--- config.mk ---
export PLATFORM = sky130hd
export DESIGN_NAME = usb_ep_irq_ctrl
export DESIGN_NICKNAME = d
export VERILOG_FILES = /design/src/rtl/usb_irq_pkg.sv /design/src/rtl/usb_ep0_evt_det.sv /design/src/rtl/usb_irq_stat_bit.sv /design/src/rtl/usb_irq_regif.sv /design/src/rtl/usb_ep_irq_ctrl.sv
export SDC_FILE = /design/constraint.sdc
export NUM_CORES = 1
export LEC_CHECK = 0
export ABC_AREA = 1
export BUFFER_PORTS_ARGS = -buffer_cell sky130_fd_sc_hd__buf_2
export CAP_MARGIN = 10
export CORE_MARGIN = 2
export CORE_UTILIZATION = 47
export DETAILED_ROUTE_END_ITERATION = 8
export GPL_TIMING_DRIVEN = 0
export PLACE_DENSITY = 0.9
export SETUP_SLACK_MARGIN = 0.2
export SYNTH_ARGS = -nofsm -noshare
export SYNTH_HDL_FRONTEND = slang
export SYNTH_SLANG_ARGS = --single-unit
--- constraint.sdc ---
create_clock -name clk -period 2 [get_ports clk]
set_input_delay 0.4 -clock clk [delete_from_list [all_inputs] [get_ports clk]]
set_output_delay 0.4 -clock clk [all_outputs]
set_load 0.02 [all_outputs]
--- src/rtl/usb_irq_pkg.sv ---
package usb_irq_pkg;
  localparam int unsigned REG_STATUS = 0;
  localparam int unsigned REG_MASK   = 1;
endpackage

--- src/rtl/usb_ep0_evt_det.sv ---
module usb_ep0_evt_det (
  input  logic clk,
  input  logic rst,
  input  logic out_rdy,
  input  logic in_rdy,
  input  logic stall_sent,
  output logic evt
);
  logic out_q, in_q, stall_q;

  always_ff @(posedge clk) begin
    if (rst) begin
      out_q   <= 1'b0;
      in_q    <= 1'b0;
      stall_q <= 1'b0;
    end else begin
      out_q   <= out_rdy;
      in_q    <= in_rdy;
      stall_q <= stall_sent;
    end
  end

  assign evt = (out_rdy & ~out_q) | (~in_rdy & in_q) | (stall_sent & ~stall_q);

  // steady flags raise no event
  a_r6_steady_no_evt: assert property (@(posedge clk) disable iff (rst)
    (!$past(rst) && $stable(out_rdy) && $stable(in_rdy) && $stable(stall_sent)) |-> !evt);
endmodule

--- src/rtl/usb_irq_stat_bit.sv ---
module usb_irq_stat_bit (
  input  logic clk,
  input  logic rst,
  input  logic set_ev,
  input  logic mask,
  input  logic clr,
  output logic st
);
  always_ff @(posedge clk) begin
    if (rst) st <= 1'b0;
    else     st <= (set_ev & ~mask) | (st & ~clr);
  end

  a_r3_masked_no_set: assert property (@(posedge clk) disable iff (rst)
    (mask && !st) |=> !st);
  a_r4_clear: assert property (@(posedge clk) disable iff (rst)
    (clr && !set_ev && st) |=> !st);
  a_r8_set_wins: assert property (@(posedge clk) disable iff (rst)
    (set_ev && !mask) |=> st);
endmodule

--- src/rtl/usb_irq_regif.sv ---
module usb_irq_regif #(
  parameter int unsigned NUM_EP = 8,
  parameter int unsigned ADDR_W = 4,
  parameter int unsigned DATA_W = 32
) (
  input  logic              clk,
  input  logic              rst,
  input  logic              bus_rd,
  input  logic              bus_wr,
  input  logic [ADDR_W-1:0] bus_addr,
  input  logic [DATA_W-1:0] bus_wdata,
  input  logic [NUM_EP-1:0] status,
  output logic [NUM_EP-1:0] mask,
  output logic [NUM_EP-1:0] clr,
  output logic [DATA_W-1:0] bus_rdata,
  output logic              irq
);
  import usb_irq_pkg::*;
  localparam int unsigned PAD_W = DATA_W - NUM_EP;

  logic sel_stat, sel_mask;
  logic unused_hi;

  assign sel_stat  = (bus_addr == ADDR_W'(REG_STATUS));
  assign sel_mask  = (bus_addr == ADDR_W'(REG_MASK));
  assign clr       = (bus_wr && sel_stat) ? bus_wdata[NUM_EP-1:0] : '0;
  assign unused_hi = ^bus_wdata[DATA_W-1:NUM_EP];

  always_ff @(posedge clk) begin
    if (rst)                    mask <= '1;
    else if (bus_wr && sel_mask) mask <= bus_wdata[NUM_EP-1:0];
  end

  always_ff @(posedge clk) begin
    if (rst) bus_rdata <= '0;
    else if (bus_rd) begin
      if (sel_stat)      bus_rdata <= {{PAD_W{1'b0}}, status};
      else if (sel_mask) bus_rdata <= {{PAD_W{1'b0}}, mask};
      else               bus_rdata <= '0;
    end
  end

  always_ff @(posedge clk) begin
    if (rst) irq <= 1'b0;
    else     irq <= |status;
  end

  a_r5_irq_follows: assert property (@(posedge clk) disable iff (rst)
    1'b1 |=> (irq == $past(|status)));
  a_r1_reserved_zero: assert property (@(posedge clk) disable iff (rst)
    bus_rdata[DATA_W-1:NUM_EP] == '0);
  a_r2_reset_state: assert property (@(posedge clk)
    $past(rst) |-> (mask == '1 && !irq));
endmodule

--- src/rtl/usb_ep_irq_ctrl.sv ---
module usb_ep_irq_ctrl #(
  parameter int unsigned NUM_EP = 8,
  parameter int unsigned ADDR_W = 4,
  parameter int unsigned DATA_W = 32
) (
  input  logic              clk,
  input  logic              rst,
  input  logic              bus_rd,
  input  logic              bus_wr,
  input  logic [ADDR_W-1:0] bus_addr,
  input  logic [DATA_W-1:0] bus_wdata,
  output logic [DATA_W-1:0] bus_rdata,
  input  logic              ep0_out_rdy,
  input  logic              ep0_in_rdy,
  input  logic              ep0_stall_sent,
  input  logic              ep1_tx_done,
  input  logic [NUM_EP-3:0] ep_evt,
  output logic              irq
);
  logic [NUM_EP-1:0] src_ev, status, mask, clr;
  logic              ep0_evt;

  usb_ep0_evt_det u_ep0 (
    .clk        (clk),
    .rst        (rst),
    .out_rdy    (ep0_out_rdy),
    .in_rdy     (ep0_in_rdy),
    .stall_sent (ep0_stall_sent),
    .evt        (ep0_evt)
  );

  assign src_ev = {ep_evt, ep1_tx_done, ep0_evt};

  for (genvar i = 0; i < NUM_EP; i++) begin : g_bit
    usb_irq_stat_bit u_bit (
      .clk    (clk),
      .rst    (rst),
      .set_ev (src_ev[i]),
      .mask   (mask[i]),
      .clr    (clr[i]),
      .st     (status[i])
    );
  end

  usb_irq_regif #(.NUM_EP(NUM_EP), .ADDR_W(ADDR_W), .DATA_W(DATA_W)) u_regif (
    .clk       (clk),
    .rst       (rst),
    .bus_rd    (bus_rd),
    .bus_wr    (bus_wr),
    .bus_addr  (bus_addr),
    .bus_wdata (bus_wdata),
    .status    (status),
    .mask      (mask),
    .clr       (clr),
    .bus_rdata (bus_rdata),
    .irq       (irq)
  );
endmodule

==> flow_summary.toml <==
[route]
number_of_vias_per_cell_after_detailed_routing = 4.72
detail-route-antenna-nets = 0
postRouteWirelength_mm = 3.07
detail_route.wl_per_cell_um = 10.4
drt_pass_1_iters = 4
drtIter0Drc = 59
overall_via_count_from_detail_route = 1393
drc = 0

[sta]
final_report_hold_violation_count = 0
clock.fmax_mhz = 803
timing.final.ws_setup_ps = 755
finalCritPeriodShare_pct = 62.3
finalHoldWorstSlack_ps = 271
finClkSkew_ps = 1.75
timing.final.setup_violations = 0
finalWorstPathRequiredPeriod_ps = 1250
rsz0062_at_grt = "no"
fin_setup_tns_ps = 0
timing_max_transition_violations_final = 0

[grt]
track_usage_pct = 17.6
grt_remaining_overflow = 0
grt_pass1_wl_mm = 4.77
antenna_violations_before_repair = 0
pin_count_of_the_biggest_net_entering_global_routing = 15
number_of_global_route_vias_before_repair = 1159

[logic_synthesis]
synth.avg_cell_area_um2 = 7.16
syn_area_mm2 = 0.00146
synth_cell_types = 20
async_reset_ff_share_pct = 0
yosysWarningCount = 0
synth-seq-cells = 28
ys_seq_area_share_pct = 38.4
synth_enable_flop_cells = 0
synth_ff_type = "sky130_fd_sc_hd__dfxtp_1"
netlist_instances = 204

[pwr]
total_power_w = 0.00104
power-per-cell-area_mw_per_mm2 = 587
vdd_ir_drop_max_v = 0.000363
leakage_nw = 0.998

[clocking]
clk_latency_ps = 320
cts.clk_slew.worst_paths_ps = 140
cts_root_buffer = "sky130_fd_sc_hd__clkbuf_4"
postCtsSetupBuffers = 0
post_cts_hold_buffer_count = 0
tritoncts = "yes"
cts_resized = 0
clock_sinks = 28
cts_buffer_depth = 2
cts_buffers = 3
ctsHtreeMaxLevel = 1

[worst_setup_path]
timing.critical_path.to_type = "output port"
worstPathArrival_ps = 850
worst_path_max_delay_cell = "sky130_fd_sc_hd__dfxtp_1"
cp_cell_sequence = "buf_2"
critical_path.max_fanout = 2
worst_path_dominant_cell_family = "flip-flops"
cp_data_required_time_ps = 1600
rr_worst_depth = 3
timing.critical_path.from_type = "flip-flop"
cp.buffers_inverters = 1
rr_startpoint = "g_bit[6].u_bit.st$_SDFF_PP0_"
delay_of_the_slowest_critical_path_stage_ps = 360
crit-reg2reg-capture = "u_regif.irq$_SDFF_PP0_"
worstSetupPathType = "flip-flop to output port"
ff2ff_setup_slack_ps = 1180

[status]
run_status = "finished clean"

[layout]
fillers = 291
area_growth_syn_to_layout_pct = 21.3
layout.cells.non_filler = 295
layout-drive-gt1-share_pct = 28.2
antenna_cells = 0
final_layout_net_count = 314

[die]
core_area_mm2 = 0.00300
die_h_um = 59.7
initial_utilization_pct = 48.6
num_ports = 83
dieWidth_um = 59.7
die-area_mm2 = 0.00357
rows = 20

[worst_hold_path]
min_delay_path_depth = 3
worst_hold_path.endpoint = "u_ep0.out_q$_SDFF_PP0_"
timing.hold.worst.start = "ep0_out_rdy"
worst_hold_path_type = "primary input to flip-flop"

[placement]
count_of_buffers_from_port_buffering = 32
placed_cells = 292
dpl.hpwl_mm = 2.35
routabilityCongestion = 0.826
placement.setup.worst_slack_ps = 641

[job]
drv.max_cap_violation_count = 0
registers in the layout, summed over array words and instances, names as in the netlist:
signal             count
u_ep0.out_q            1
u_ep0.stall_q          1
g_bit.u_bit.st         8
u_regif.irq            1
u_regif.mask           8
u_ep0.in_q             1
u_regif.bus_rdata      8
logic make-up after synthesis:
family,count (synthesis),synth area share (%)
AND/OR/NAND/NOR,112,36.1
buffers and inverters,54,22.0
flip-flops,28,38.4
AO/OA/AOI/OAI,9,3.26
other,1,0.257
cell usage in the layout (no fill, tap or decap), drive strengths merged:
cell    Yosys  final
buf        31     63
nand2      42     42
nand3      33     33
dfxtp      28     28
nor2       27     27
conb        1     24
inv        20     20
nand4       9      9
a21oi       8      8
clkbuf      1      4
clkinv      2      2
o21bai      1      1
and2        1      1
synthesized netlist by cell type (2+ instances only):
cell | number | area share [%]
sky130_fd_sc_hd__buf_4 | 26 | 13
sky130_fd_sc_hd__buf_6 | 2 | 1.5
sky130_fd_sc_hd__nand4_1 | 9 | 3.9
sky130_fd_sc_hd__nand3_2 | 2 | 1.4
sky130_fd_sc_hd__inv_1 | 20 | 5.1
sky130_fd_sc_hd__dfxtp_1 | 28 | 38
sky130_fd_sc_hd__nor2_1 | 24 | 6.2
sky130_fd_sc_hd__a21oi_1 | 8 | 2.7
sky130_fd_sc_hd__nor2_4 | 2 | 1.5
sky130_fd_sc_hd__nand2_1 | 42 | 11
sky130_fd_sc_hd__nand3_1 | 30 | 10
sky130_fd_sc_hd__buf_2 | 3 | 1.0
routing by layer:
| layer | routed length, um | up-vias | share of wire (%) | global-route usage, % |
|---|---|---|---|---|
| li1 | - | 717 | - | - |
| met1 | 1270 | 602 | 41 | 21.7 |
| met2 | 1530 | 70 | 50 | 30.4 |
| met3 | 243 | 4 | 7.9 | 2.60 |
| met4 | 25 | 0 | 0.82 | 7.30 |
| met5 | 0 | - | 0 | 0 |
how the worst max path moves through the flow:
| stage | startpoint | end | cells after the start |
|---|---|---|---|
| 2_1_floorplan | bus_addr[0] | g_bit[6].u_bit.st$_SDFF_PP0_ | 5 |
| 3_3_place_gp | bus_addr[0] | g_bit[7].u_bit.st$_SDFF_PP0_ | 6 |
| 3_5_place_dp | bus_addr[0] | g_bit[2].u_bit.st$_SDFF_PP0_ | 6 |
| 4_1_cts | u_regif.bus_rdata[6]$_SDFFE_PP0P_ | bus_rdata[6] | 1 |
| 5_1_grt | u_regif.bus_rdata[5]$_SDFFE_PP0P_ | bus_rdata[5] | 1 |
| 6_report | u_regif.bus_rdata[6]$_SDFFE_PP0P_ | bus_rdata[6] | 1 |
stage by stage:
step                instance area (um^2)  utilization [%]
CTS                                 1770             59.0
floorplan                           1550                -
finish                              1770             59.0
global route                        1770             59.0
global placement                    1750             58.2
detailed placement                  1750             58.2
power breakdown:
part	internal, W	switching (W)
clock	0.0000708	0.000157
sequential	0.000577	0.0000100
combinational	0.0000885	0.000135
final cells by class:
cell class	count	area [um^2]	share of cell area [%]
Buffer	32	238	13.4
Timing Repair Buffer	32	160	9.05
Inverter	22	83.8	4.73
Multi-Input combinational cell	145	664	37.5
Sequential cell	28	561	31.7
Clock buffer	3	22.5	1.27
Tap cell	33	41.3	2.33
(Power assumes the default switching activity.)
